===== config.mk =====
export PLATFORM = sky130hd
export DESIGN_NAME = exc_entry_ctrl
export DESIGN_NICKNAME = d
export VERILOG_FILES = /design/src/rtl/exc_pkg.sv /design/src/rtl/exc_arbiter.sv /design/src/rtl/exc_save_calc.sv /design/src/rtl/exc_entry_ctrl.sv
export SDC_FILE = /design/constraint.sdc
export NUM_CORES = 1
export LEC_CHECK = 0
export BUFFER_PORTS_ARGS = -buffer_cell sky130_fd_sc_hd__buf_2
export CORE_AREA = 4 4 113 115
export DETAILED_ROUTE_END_ITERATION = 7
export DIE_AREA = 0 0 117 119
export PLACE_DENSITY = 0.71
export SYNTH_ARGS = -nofsm -noshare
export SYNTH_HDL_FRONTEND = slang
export SYNTH_SLANG_ARGS = --single-unit
export TNS_END_PERCENT = 50

===== constraint.sdc =====
create_clock -name clk -period 2.1 [get_ports clk]
set_input_delay 0.105 -clock clk [delete_from_list [all_inputs] [get_ports clk]]
set_output_delay 0.105 -clock clk [all_outputs]
set_load 0.01 [all_outputs]

===== src/rtl/exc_pkg.sv =====
package exc_pkg;
    localparam int XLEN = 32;

    localparam int B_LE   = 0;
    localparam int B_RI   = 1;
    localparam int B_DCMP = 3;
    localparam int B_IP   = 6;
    localparam int B_FE1  = 8;
    localparam int B_FE0  = 11;
    localparam int B_ME   = 12;
    localparam int B_ILE  = 16;

    localparam logic [XLEN-1:0] SRR1_KEEP = 32'h87C0_0000;
    localparam logic [XLEN-1:0] BASE_HI   = 32'hFFF0_0000;
    localparam logic [XLEN-1:0] OFS_TRACE = 32'h0000_0D00;
    localparam logic [XLEN-1:0] OFS_FPA   = 32'h0000_0E00;

    typedef enum logic [1:0] {
        EXC_NONE  = 2'd0,
        EXC_PROG  = 2'd1,
        EXC_FPA   = 2'd2,
        EXC_TRACE = 2'd3
    } exc_kind_e;

    typedef enum logic {
        ST_IDLE  = 1'b0,
        ST_ENTRY = 1'b1
    } ent_state_e;
endpackage


===== src/rtl/exc_arbiter.sv =====
module exc_arbiter
    import exc_pkg::*;
(
    input  logic      retire_fp,
    input  logic      state_wr,
    input  logic      tiny_det,
    input  logic      trace_req,
    input  logic      fe0,
    input  logic      fe1,
    input  logic      fex,
    input  logic      ue,
    output exc_kind_e kind
);
    logic fp_cond;
    logic want_prog;
    logic want_fpa;

    always_comb begin
        fp_cond   = retire_fp & (fe0 | fe1) & fex;
        want_prog = fp_cond & state_wr;
        want_fpa  = (fp_cond & ~state_wr) | (tiny_det & ~ue);
        if (want_prog)      kind = EXC_PROG;
        else if (want_fpa)  kind = EXC_FPA;
        else if (trace_req) kind = EXC_TRACE;
        else                kind = EXC_NONE;
    end
endmodule


===== src/rtl/exc_save_calc.sv =====
module exc_save_calc
    import exc_pkg::*;
#(
    parameter int W = XLEN
) (
    input  exc_kind_e      kind,
    input  logic [W-1:0]   cur_addr,
    input  logic [W-1:0]   next_addr,
    input  logic [W-1:0]   cur_addr_cmp,
    input  logic [W-1:0]   next_addr_cmp,
    input  logic           cmp_mode,
    input  logic [W-1:0]   msr_in,
    input  logic [W-1:0]   srr1_q,
    input  logic           en_comp,
    input  logic           exc_comp,
    output logic [W-1:0]   srr0_nxt,
    output logic [W-1:0]   srr1_nxt,
    output logic [W-1:0]   msr_nxt,
    output logic [W-1:0]   vec_nxt
);
    localparam int HALF = W / 2;

    logic [W-1:0] base;

    always_comb begin
        base = msr_in[B_IP] ? BASE_HI : '0;
        if (kind == EXC_TRACE) begin
            srr0_nxt = cmp_mode ? next_addr_cmp : next_addr;
            vec_nxt  = base | OFS_TRACE;
        end else begin
            srr0_nxt = cmp_mode ? cur_addr_cmp : cur_addr;
            vec_nxt  = base | OFS_FPA;
        end
        srr1_nxt = (srr1_q & SRR1_KEEP) | {{HALF{1'b0}}, msr_in[HALF-1:0]};
        msr_nxt          = '0;
        msr_nxt[B_LE]    = msr_in[B_ILE];
        msr_nxt[B_ME]    = msr_in[B_ME];
        msr_nxt[B_IP]    = msr_in[B_IP];
        msr_nxt[B_DCMP]  = en_comp & exc_comp;
    end
endmodule


===== src/rtl/exc_entry_ctrl.sv =====
module exc_entry_ctrl
    import exc_pkg::*;
(
    input  logic        clk,
    input  logic        rst_n,
    input  logic        retire_fp,
    input  logic        state_wr,
    input  logic        tiny_det,
    input  logic        trace_req,
    input  logic [31:0] cur_addr,
    input  logic [31:0] next_addr,
    input  logic [31:0] cur_addr_cmp,
    input  logic [31:0] next_addr_cmp,
    input  logic        cmp_mode,
    input  logic [31:0] msr_in,
    input  logic        fex,
    input  logic        ue,
    input  logic        en_comp,
    input  logic        exc_comp,
    output logic        redirect,
    output logic [31:0] redirect_addr,
    output logic        prog_req,
    output logic [31:0] srr0,
    output logic [31:0] srr1,
    output logic [31:0] msr_wdata
);
    ent_state_e   state_q, state_d;
    exc_kind_e    kind;
    logic [31:0]  srr0_nxt, srr1_nxt, msr_nxt, vec_nxt;
    logic         take_entry, take_prog;

    exc_arbiter u_arb (
        .retire_fp (retire_fp),
        .state_wr  (state_wr),
        .tiny_det  (tiny_det),
        .trace_req (trace_req),
        .fe0       (msr_in[B_FE0]),
        .fe1       (msr_in[B_FE1]),
        .fex       (fex),
        .ue        (ue),
        .kind      (kind)
    );

    exc_save_calc #(.W(XLEN)) u_calc (
        .kind          (kind),
        .cur_addr      (cur_addr),
        .next_addr     (next_addr),
        .cur_addr_cmp  (cur_addr_cmp),
        .next_addr_cmp (next_addr_cmp),
        .cmp_mode      (cmp_mode),
        .msr_in        (msr_in),
        .srr1_q        (srr1),
        .en_comp       (en_comp),
        .exc_comp      (exc_comp),
        .srr0_nxt      (srr0_nxt),
        .srr1_nxt      (srr1_nxt),
        .msr_nxt       (msr_nxt),
        .vec_nxt       (vec_nxt)
    );

    always_comb begin
        take_entry = 1'b0;
        take_prog  = 1'b0;
        state_d    = state_q;
        unique case (state_q)
            ST_IDLE: begin
                take_prog  = (kind == EXC_PROG);
                take_entry = (kind == EXC_FPA) || (kind == EXC_TRACE);
                if (take_entry) state_d = ST_ENTRY;
            end
            ST_ENTRY: state_d = ST_IDLE;
            default:  state_d = ST_IDLE;
        endcase
    end

    always_ff @(posedge clk or negedge rst_n) begin
        if (!rst_n) state_q <= ST_IDLE;
        else        state_q <= state_d;
    end

    always_ff @(posedge clk or negedge rst_n) begin
        if (!rst_n) begin
            redirect      <= 1'b0;
            redirect_addr <= '0;
            prog_req      <= 1'b0;
            srr0          <= '0;
            srr1          <= '0;
            msr_wdata     <= '0;
        end else begin
            redirect <= take_entry;
            prog_req <= take_prog;
            if (take_entry) begin
                redirect_addr <= vec_nxt;
                srr0          <= srr0_nxt;
                srr1          <= srr1_nxt;
                msr_wdata     <= msr_nxt;
            end
        end
    end

    // redirect is a single-cycle strobe
    p_redirect_pulse_r11: assert property (@(posedge clk) disable iff (!rst_n)
        redirect |=> !redirect);
    // a program request never coincides with a redirect
    p_prog_no_redirect_r4: assert property (@(posedge clk) disable iff (!rst_n)
        prog_req |-> !redirect);
    // cleared save-register fields stay zero
    p_srr1_clear_r7: assert property (@(posedge clk) disable iff (!rst_n)
        redirect |-> (srr1[30:27] == 4'h0) && (srr1[21:16] == 6'h0));
    // only the kept bits can be set in the entry machine state
    p_msr_mask_r8: assert property (@(posedge clk) disable iff (!rst_n)
        redirect |-> ((msr_wdata & ~32'h0000_1049) == 32'h0));
    // vector is one of the two bases plus a small offset
    p_vec_base_r6: assert property (@(posedge clk) disable iff (!rst_n)
        redirect |-> ((redirect_addr[31:20] == 12'h000) || (redirect_addr[31:20] == 12'hFFF))
                     && (redirect_addr[19:12] == 8'h00) && (redirect_addr[7:0] == 8'h00));
    // offset is either the trace or the FP assist slot
    p_vec_ofs_r5: assert property (@(posedge clk) disable iff (!rst_n)
        redirect |-> (redirect_addr[11:8] == 4'hD) || (redirect_addr[11:8] == 4'hE));
    // machine leaves ENTRY after one cycle
    p_entry_one_cycle_r11: assert property (@(posedge clk) disable iff (!rst_n)
        (state_q == ST_ENTRY) |=> (state_q == ST_IDLE));
endmodule


[Yosys cells after proc, flatten, opt, wreduce, memory -nomap -nowiden]
Cells that the tools add are included.
Storage, ports and cells
  input port bits: 171
  logic and storage cells: 35
  output and inout bits: 130
  bits in registers: 103
Cells by class
  reduce and logical (&&, ||, !) cells: 1
  bitwise operators: 12
  mux-type cells: 12
  eq/ne operators: 3
Operator list (count)
  32-bit 2-to-1 mux: 4
  32-bit by 16-bit bitwise OR with 32-bit output: 1
  10-bit 2-to-1 mux: 1
  1-bit AND: 6
  2-bit 2-to-1 mux: 3
  2-bit equality test, second input constant: 2
  1-bit 2-to-1 mux: 3
  1-bit inverter: 3
  2-bit by 1-bit equality test with 1-bit output, second input constant: 1
  1-bit bitwise OR: 2
  1-bit case mux with 2 select lines: 1
  1-bit logical OR: 1

[Logic depth before layout (Yosys ltp)]
Gate-level depths: netlist of the first run.
  depth in word-level cells: 11
  mapped depth: 6
  mapped depth without buffers: 3

[By module]
From an unflattened synthesis of the first run, not the netlist that was laid out.
Second synthesis, totals
  cell total of the unflattened synthesis: 417
  area total of the unflattened synthesis: 6930.4 um^2
By module, submodules not included
  exc_entry_ctrl: sequential area each 3253.1 um^2, times used 1, area each 5341.4 um^2, cells an instance 274
  exc_save_calc: sequential area each 0.0 um^2, times used 1, area each 1544.0 um^2, cells an instance 137
  exc_arbiter: sequential area each 0.0 um^2, times used 1, area each 45.0 um^2, cells an instance 6

[Worst setup path before layout of the first run]
OpenSTA, ideal clock, no wires.
  kind: input -> register
  start point: in ue
  end point: reg msr_wdata[0]
  buffers on the path: 2
  required time: 1.975 ns
  library setup time: 0.125 ns
  slack: 0.643 ns
  stages on the path: 5
  arrival time: 1.332 ns
  cells stage by stage: nand2b_1 buf_2 a311oi_4 buf_4 mux2_2
Between the ends
  longest elaborated chain between the ends: 8
  elaborated cells between the ends (all ways): 9
  classes of those cells: 2 x eq/ne; 3 x mux; 3 x bitwise; 1 x reduce/logical
RTL lines
  from (decl): line exc_entry_ctrl.sv:17  | input logic ue,
  1-bit inverter (*): line exc_arbiter.sv:21  | want_fpa = (fp_cond & ~state_wr) | (tiny_det & ~ue);
  1-bit AND (*): line exc_arbiter.sv:21
  1-bit bitwise OR (*): line exc_arbiter.sv:21
  2-bit 2-to-1 mux (*): line exc_arbiter.sv:23  | else if (want_fpa) kind = EXC_FPA;
  2-bit 2-to-1 mux (*): line exc_arbiter.sv:22  | if (want_prog) kind = EXC_PROG;
  2-bit equality test: line exc_entry_ctrl.sv:68  | take_entry = (kind == EXC_FPA) || (kind == EXC_TRACE);
  1-bit logical OR (*): line exc_entry_ctrl.sv:68
  1-bit 2-to-1 mux (*): line exc_entry_ctrl.sv:65  | unique case (state_q)
  to (signal assigned): line exc_entry_ctrl.sv:96  | msr_wdata <= msr_nxt;
  to (decl): line exc_entry_ctrl.sv:25  | output logic [31:0] msr_wdata
Mark *: on every way between the ends. The rest lies on a longest branch, timed or not.
A chain may end at the register's enable or synchronous reset.

==> impl_metrics.csv, run 1 <==
group,metric,value,unit
outcome,outcome,"finished clean",
logic_synthesis,syn_avg_cell_area,10.5,µm²
finish,multi_input_area,1710,µm²
run,cap_viol_max_count,0,
setup_path,worst-r2r-cell-count,3,
sta,relSlewSlack,0.588,
setup_path,slowest_stage,"dfrtp_1",
setup_path,cp-start-kind,"flop",
logic_synthesis,netlist_area,3670,µm²
finish,layout_common_cells,"225 x buf_2, 60 x conb_1, 55 x dfrtp_1",
setup_path,required,2.27,ns
clock_network,tritoncts,"yes",
global_route,gr-usage-all-layers,0.141,
logic_synthesis,netlist_instances,350,
sta,report.final.slew_viol_count,0,
finish,syn_to_final_growth,31.8,%
sta,fmax,0.656,GHz
finish,final_common_cell,"buf_2",
place,post-place-ws,0.428,ns
sta,setup_viol,0,
finish,diodes,0,
clock_network,path_clk_slew,0.07,ns
clock_network,clk_latency,0.29,ns
finish,final_core_util,0.409,
place,placed_cell_area,4630,µm²
place,dp.cells,690,
die,die_x,117,µm
sta,worst_slack,0.575,ns
die,die_area,13900,µm²
route,wl,10.3,mm
logic_synthesis,ys_seq_area_frac,0.375,
logic_synthesis,ys_types,22,
global_route,antenna_found_initial,0,
route,viasPerCell,4.59,
route,wl_per_cell,14.8,µm
die,top_level_ports,301,
setup_path,rrSetupSlack,0.58,ns
clock_network,clockBufferDepth,2,
die,start_util,0.310,
setup_path,arrival,1.70,ns
clock_network,ctsHoldBuffers,1,
place,gp_congestion,0.743,
clock_network,cts-root-buf,"clkbuf_16",
clock_network,cts.sinks,55,
setup_path,cpPeakStageDelay,0.45,ns
setup_path,critPathKind,"reg -> reg",
power,ir_worst_vdd,0.000262,V
route,first_pass_iters,4,
clock_network,htreeDepth,2,
sta,worst_slew_pin_slew,0.617,ns
sta,skew,0.00290,ns
finish,drive_above_1_share,0.538,
logic_synthesis,ys_seq_elements,55,
finish,design_area,4830,µm²
die,core,11800,µm²
die,fp-row-count,40,
global_route,grt_start_max_net_pins,65,
place,dpl.hpwl,8.29,mm
power,powerDensity,791,nW/µm²
clock_network,cts_buffers,5,
logic_synthesis,synth_warnings,0,
route,drtIter0Drc,113,
sta,setup_tns,0,ns
route,drc,0,
clock_network,post_cts_resized,0,
sta,hold_viol_final,0,
setup_path,worstPathCellList,"a311oi_4, buf_4, mux2_2",
power,p_leak,0.00256,µW
sta,grt_setup_unrepaired,"no",
place,io_buffers,225,
route,ant_nets,0,
global_route,grt_pass1_vias,3334,
finish,instances_no_fill,699,
sta,fin_crit_sh,0.726,
route,vias,3211,
sta,period_needed,1.52,ns
setup_path,path_max_fanout,24,
setup_path,end_kind,"flop",
finish,fillCellCount,1173,
clock_network,post_cts_buffers,0,
finish,seq_area,1380,µm²
global_route,overflow,0,
finish,nNetsFinal,722,
min_path,min_path_type,"in -> reg",
die,die_h,119,µm
global_route,grt_pass1_wl,15.8,mm
min_path,min_path_cells,2,
## through the flow
step	power [µW]	hold WS [ns]
2_1_floorplan	2350	-0.191
3_3_place_gp	2780	0.142
3_5_place_dp	2820	0.173
4_1_cts	3890	0.0335
5_1_grt	4100	0.0398
6_report	3820	0.0437
## area by class of cell
cell class	count	share of cell area
clock inverter	2	0.0124
multi-input combinational	217	0.354
inverter	35	0.0272
timing repair buffer	237	0.257
clock buffer	6	0.0267
sequential	55	0.285
tap	147	0.0381
## cell usage after synthesis (all sizes together)
library cell	n	area, µm²
o211ai	1	12.5
or2	1	6.26
o2111a	1	11.3
clkbuf	13	48.8
nand2b	1	6.26
o221ai	32	280
nand4	32	200
a211o	1	8.76
a311oi	1	26.3
conb	1	3.75
buf	89	636
nor3b	1	7.51
inv	35	131
dfrtp	55	1380
nor2b	1	6.26
mux2i	33	330
a32o	1	10.0
nand2	1	3.75
a32oi	1	8.76
mux2	49	552
## critical path: cells and delay by family (launching register included)
family / cells / cell delay, ns
buffers and inverters: 1 / 0.33
AOI/OAI and AO/OA: 1 / 0.24
muxes: 1 / 0.38
DFF: 1 / 0.45
## cells by family (layout without fill, tap and decap cells)
logic type / count (synthesis) / count (layout) / share of synthesized area
AOI/OAI and AO/OA: 38 / 38 / 0.0976
buffers and inverters: 137 / 280 / 0.223
muxes: 82 / 82 / 0.241
DFF: 55 / 55 / 0.375
other: 1 / 60 / 0.00102
and+or+nand+nor: 37 / 37 / 0.0628
## final timing paths
check,from,endpoint
worst max-delay path,redirect,srr1[1]
worst min-delay path,msr_in[6],msr_wdata[6]
worst max register to register,redirect,srr1[1]
worst min register to register,redirect_addr[8],redirect_addr[8]
max in group asynchronous,rst_n,srr1[5]
min in group asynchronous,rst_n,srr1[10]
## report_power, final
group          total [µW]  internal (µW)  switching (µW)
clock                1050            684             364
sequential           1450           1310             138
combinational        1330            623             705
## registers in the layout, summed over array words and instances, names as in the netlist
register and count:
msr_wdata 3, prog_req 1, redirect 1, redirect_addr 3
srr0 32, srr1 15
## layer usage
| metal | vias up | wire length [µm] | track usage |
|---|---|---|---|
| met3 | 14 | 848 | 0.0249 |
| met2 | 172 | 5550 | 0.271 |
| li1 | 1524 | - | - |
| met1 | 1501 | 3790 | 0.153 |
| met4 | 0 | 161 | 0.0401 |
| met5 | - | 0 | 0 |
No activity file was read; power rests on OpenSTA's default activity.
==> run 2: changes to the inputs <==
ABC_AREA = 1   (was not set)
CORE_AREA = 4 4 114 116   (was 4 4 113 115)
DIE_AREA = 0 0 118 120   (was 0 0 117 119)
PLACE_DENSITY = 0.74   (was 0.71)
clock period = 1.5 ns   (was 2.1 ns; I/O delays follow)
==> impl_metrics.csv, run 2 <==
group,metric,value,unit
clock_network,path_clk_slew,0.08,ns
clock_network,tritoncts,"yes",
global_route,gr-usage-all-layers,0.159,
finish,syn_to_final_growth,25.1,%
logic_synthesis,synth_area_leaders,"dfrtp_1 33%, nand2_1 24%, buf_4 15%, o21ai_0 7.6%, inv_1 6.0%",
die,start_util,0.350,
logic_synthesis,yosysTopAreaCell,"dfrtp_1",
global_route,grt_pass1_wl,18.6,mm
sta,period_needed,1.27,ns
die,core,11900,µm²
clock_network,cts-root-buf,"clkbuf_16",
power,ir_worst_vdd,0.000419,V
place,dp.cells,969,
die,top_level_ports,301,
power,total_power,5110,µW
logic_synthesis,synth_edf_count,0,
route,drtIter0Drc,234,
logic_synthesis,ys_seq_area_frac,0.330,
sta,setup_viol,0,
global_route,grt_pass1_vias,3793,
setup_path,required,1.73,ns
logic_synthesis,synthXorXnorAreaFrac,0,
finish,largest_reg_flops,32,
finish,nNetsFinal,1003,
logic_synthesis,synth_compound_area_frac,0.0818,
logic_synthesis,synth.most_common_cell,"nand2_1",
route,wl,12.1,mm
finish,largestRegisters,"srr0 x32, srr1 x15",
die,die_x,118,µm
die,die_h,120,µm
finish,diodes,0,
sta,fmax,0.788,GHz
finish,drive_above_1_share,0.319,
clock_network,cts.sinks,55,
sta,grt_setup_unrepaired,"no",
die,die_area,14200,µm²
route,wl_per_cell,12.3,µm
setup_path,critPathLaunch,"redirect",
power,p_leak,0.00334,µW
setup_path,cp-start-kind,"flop",
sta,skew,0.00531,ns
outcome,outcome,"finished clean",
logic_synthesis,async_flop_share,1.00,
route,drc,0,
finish,layout_common_cells,"267 x nand2_1, 224 x buf_2, 66 x inv_1",
logic_synthesis,synthSimpleGateAreaFrac,0.330,
clock_network,clk_latency,0.29,ns
logic_synthesis,synth_top_family_by_area,"simple AND/OR/NAND/NOR gates",
logic_synthesis,syn_avg_cell_area,6.61,µm²
min_path,min_path_type,"in -> reg",
logic_synthesis,synth_fa_ha_area_frac,0,
run,cap_viol_max_count,0,
finish,final_common_cell,"nand2_1",
logic_synthesis,synth_mux_area_frac,0,
global_route,antenna_found_initial,0,
place,io_buffers,225,
clock_network,htreeDepth,2,
setup_path,timing.rr.start,"redirect",
setup_path,end_kind,"flop",
power,powerDensity,979,nW/µm²
die,fp-row-count,40,
logic_synthesis,synth_warnings,0,
min_path,hold_start,"msr_in[6]",
route,vias,4154,
logic_synthesis,synth_ff_type,"dfrtp_1",
finish,fillCellCount,1269,
setup_path,critPathKind,"reg -> reg",
logic_synthesis,yosys-top-cells-count,"267 x nand2_1, 84 x buf_4, 67 x inv_1, 63 x o21ai_0, 55 x dfrtp_1",
sta,hold_viol_final,0,
logic_synthesis,netlist_instances,631,
global_route,grt_start_max_net_pins,56,
finish,instances_no_fill,980,
sta,fin_crit_sh,0.846,
route,ant_nets,0,
global_route,overflow,0,
route,first_pass_iters,4,
logic_synthesis,ys_types,21,
place,dpl.hpwl,9.24,mm
setup_path,path_max_fanout,17,
clock_network,cts_buffers,5,
setup_path,arrival,1.50,ns
clock_network,clockBufferDepth,2,
route,viasPerCell,4.24,
place,gp_congestion,0.781,
logic_synthesis,ys_seq_elements,55,
sta,report.final.slew_viol_count,0,
finish,top_register,"srr0",
logic_synthesis,synth_top_area_frac,0.330,
logic_synthesis,netlist_area,4170,µm²
run 2: cell types whose count changed in the layout (fill, tap and decap cells not counted), moves of 6 or more:
cell	before	now
nand2_1	1	267
o21ai_0	0	63
nand3_1	0	50
mux2_2	49	0
mux2i_1	33	0
nand4_1	32	0
o221ai_1	32	0
inv_1	35	66
inv_2	0	6
run 2: cell families after synthesis:
kind of cell    after synthesis
flops                        55
other cells                   1
compound gates               66
buf+inv                     180
simple gates                329
run 2: per-stage QoR:
step	TNS [ns]	utilization	cell area [µm²]	setup WS (ns)	hold slack (ns)
floorplan	0	-	4400	0.330	-0.221
global placement	0	0.423	5040	0.0396	0.0941
detailed placement	-0.0662	0.423	5040	-0.0328	0.0981
CTS	-0.00196	0.438	5210	-0.00196	0.00414
global route	0	0.439	5220	0.122	0.00907
finish	0	0.439	5220	0.231	0.00869
run 2: power breakdown:
group	switching (µW)	internal, µW	leakage (µW)	total, µW
logic	1160	753	0.00258	1910
clock network	556	632	0.0000708	1190
registers	188	1820	0.000681	2010
run 2: final cells by class:
type | count | area (µm²) | area share
clock inverters | 3 | 25.0 | 0.00479
repair buffers | 242 | 1290 | 0.246
well taps | 147 | 184 | 0.0352
inverters | 72 | 270 | 0.0517
flip-flops and latches | 55 | 1380 | 0.263
multi-input cells | 456 | 1960 | 0.375
clock buffers | 5 | 125 | 0.0240
run 2: final timing paths:
kind                       slack (ns)  cells after the start            to
min reg2reg                      0.47                      2      srr1[11]
min                             0.009                      3  msr_wdata[6]
max                              0.23                      5       srr0[1]
max in group asynchronous        0.91                      3       srr0[3]
min in group asynchronous        0.31                      3       srr0[8]
max reg2reg                      0.23                      5       srr0[1]
run 2: what timing repair did:
action,4_1_cts,5_1_grt
gates resized for setup,1,1
buffers inserted,0,0
endpoints found under the hold margin,56,0
hold buffers,2,0
pin swaps,1,0
setup endpoints to repair,25,32
cloned,0,1
run 2: layer usage:
layer | share of wire | vias to the layer above | track usage | wire (µm)
met3 | 0.085 | 7 | 0.0368 | 1020
met1 | 0.42 | 1779 | 0.203 | 5080
met5 | 0 | - | 0 | 0
li1 | - | 2181 | - | -
met4 | 0.0096 | 0 | 0.0352 | 116
met2 | 0.48 | 187 | 0.276 | 5850
run 2: critical path, cell delays in order (launching register included):
cell     delay (ns)
dfrtp_1        0.40
inv_2          0.09
nand2_4        0.09
nor2_4         0.40
nand2_1        0.13
nand2_1        0.08
==> run 3: changes to the inputs <==
CORE_AREA = 4 4 113 115   (was 4 4 114 116)
DIE_AREA = 0 0 117 119   (was 0 0 118 120)
PLACE_DENSITY = 0.78   (was 0.74)
clock period = 1 ns   (was 1.5 ns; I/O delays follow)
==> impl_metrics.csv, run 3 (synthesis gave the netlist of run 2 again) <==
group,metric,value,unit
outcome,outcome,"complete, but fails checks",
outcome,violations,"setup timing",
finish,largest_reg_flops,32,
setup_path,required,1.19,ns
route,drc,0,
place,placed_cell_area,5230,µm²
global_route,antenna_found_initial,0,
power,ir_worst_vdd,0.000597,V
clock_network,cts-root-buf,"clkbuf_16",
finish,instances_no_fill,1022,
setup_path,end_kind,"flop",
die,top_level_ports,301,
global_route,met3_usage,0.0335,
route,viasPerCell,4.27,
global_route,gr-usage-all-layers,0.174,
power,powerDensity,1470,nW/µm²
sta,skew,0.00990,ns
setup_path,cpPeakStageDelay,0.39,ns
global_route,top_usage_layer,"met2",
finish,design_area,6050,µm²
setup_path,rrSetupSlack,-0.20,ns
finish,drive_above_1_share,0.392,
sta,whs,0.0247,ns
global_route,grt_pass1_vias,3917,
finish,top_register,"srr0",
clock_network,path_clk_slew,0.08,ns
place,gp_congestion,0.755,
clock_network,tritoncts,"yes",
clock_network,cts_buffers,5,
sta,worst_slack,-0.204,ns
die,die_area,13900,µm²
sta,grt_setup_unrepaired,"yes",
finish,final_common_cell,"nand2_1",
global_route,grt_start_max_net_pins,73,
sta,fin_crit_sh,1.20,
sta,fmax,0.831,GHz
clock_network,cts.sinks,55,
place,dpl.hpwl,9.49,mm
die,die_h,119,µm
finish,diodes,0,
sta,period_needed,1.20,ns
clock_network,clk_latency,0.30,ns
finish,syn_to_final_growth,44.9,%
setup_path,worstPathCellList,"inv_2, nand2_4, buf_6, clkinv_8, nand2_8, clkbuf_16, nand2_1, nand2_1",
route,vias,4366,
setup_path,critPathKind,"reg -> reg",
setup_path,cp_common_cell,"nand2_1",
route,wl_per_cell,13.4,µm
route,ant_nets,0,
setup_path,slowest_stage,"dfrtp_1",
finish,largestRegisters,"srr0 x32, srr1 x15",
setup_path,crit_family,"buffers and inverters",
finish,layout_common_cells,"227 x nand2_1, 223 x buf_2, 66 x inv_1",
setup_path,arrival,1.40,ns
finish,nNetsFinal,1045,
route,first_pass_iters,4,
die,die_x,117,µm
global_route,grtUsageMet2,0.318,
setup_path,crit_buf_inv,4,
die,core,11800,µm²
sta,hold_viol_final,0,
min_path,min_path_type,"in -> reg",
sta,setup_viol,68,
power,total_power,8910,µW
place,dp.cells,980,
place,post-place-ws,-0.479,ns
die,fp-row-count,40,
run,cap_viol_max_count,0,
global_route,grt_pass1_wl,19.0,mm
setup_path,path_max_fanout,5,
global_route,overflow,0,
power,p_leak,0.00370,µW
clock_network,clockBufferDepth,2,
route,wl,13.7,mm
global_route,gr-usage-met1,0.200,
place,io_buffers,225,
clock_network,htreeDepth,2,
sta,report.final.slew_viol_count,0,
die,start_util,0.353,
setup_path,cp-start-kind,"flop",
route,drtIter0Drc,226,
run 3: changes by cell type in the layout (fill, tap and decap cells not counted), moves of 2 or more:
cell / before / now
nand2_8: 0 / 2
nand2_4: 5 / 12
buf_12: 2 / 10
dlygate4sd3_1: 2 / 14
nand2_1: 267 / 227
buf_6: 0 / 5
nand2_2: 1 / 33
nand3_2: 0 / 4
nand3_4: 2 / 4
buf_4: 14 / 24
nand3_1: 50 / 44
clkbuf_16: 5 / 10
run 3: metrics by stage:
stage | setup TNS, ns | util
floorplan | -3.16 | -
global placement | -16.86 | 0.442
detailed placement | -18.51 | 0.442
CTS | -9.29 | 0.486
global route | -13.46 | 0.512
finish | -9.56 | 0.512
run 3: where the power goes:
part | internal, µW | switching, µW | total [µW]
logic | 1710 | 2060 | 3770
clock network | 1200 | 840 | 2040
registers | 2740 | 370 | 3110
total | 5650 | 3270 | 8910
run 3: area by class of cell:
cell class	count	area, µm²
fillers	1168	5760
multi-input cells	457	2170
clock inverters	3	47.5
well taps	147	184
inverters	72	283
repair buffers	283	1860
clock buffers	5	125
flip-flops and latches	55	1380
run 3: final timing paths:
path                            from  depth (start not counted)            to
max                         redirect                          8       srr1[2]
min                        msr_in[8]                          3       srr1[8]
max reg2reg                 redirect                          8       srr1[2]
min reg2reg                 srr0[27]                          2      srr0[27]
max in group asynchronous      rst_n                          3  msr_wdata[6]
min in group asynchronous      rst_n                          3       srr1[2]
run 3: timing repair:
item / 4_1_cts / 5_1_grt
endpoints found under the hold margin: 68 / 0
setup buffers: 12 / 0
hold buffers: 14 / 0
setup endpoints to repair: 68 / 69
pin swaps: 4 / 6
gates cloned: 2 / 6
gates resized for setup: 16 / 54
run 3: metal layers:
metal | part of all wire | vias up
met5 | 0.00037 | -
met4 | 0.017 | 2
met3 | 0.078 | 16
met2 | 0.52 | 193
met1 | 0.39 | 1883
li1 | - | 2272
run 3: tightest hold or removal path: cells and delay by family:
family,cells,cell delay (ns)
simple gates,2,0.12
buf+inv,1,0.12
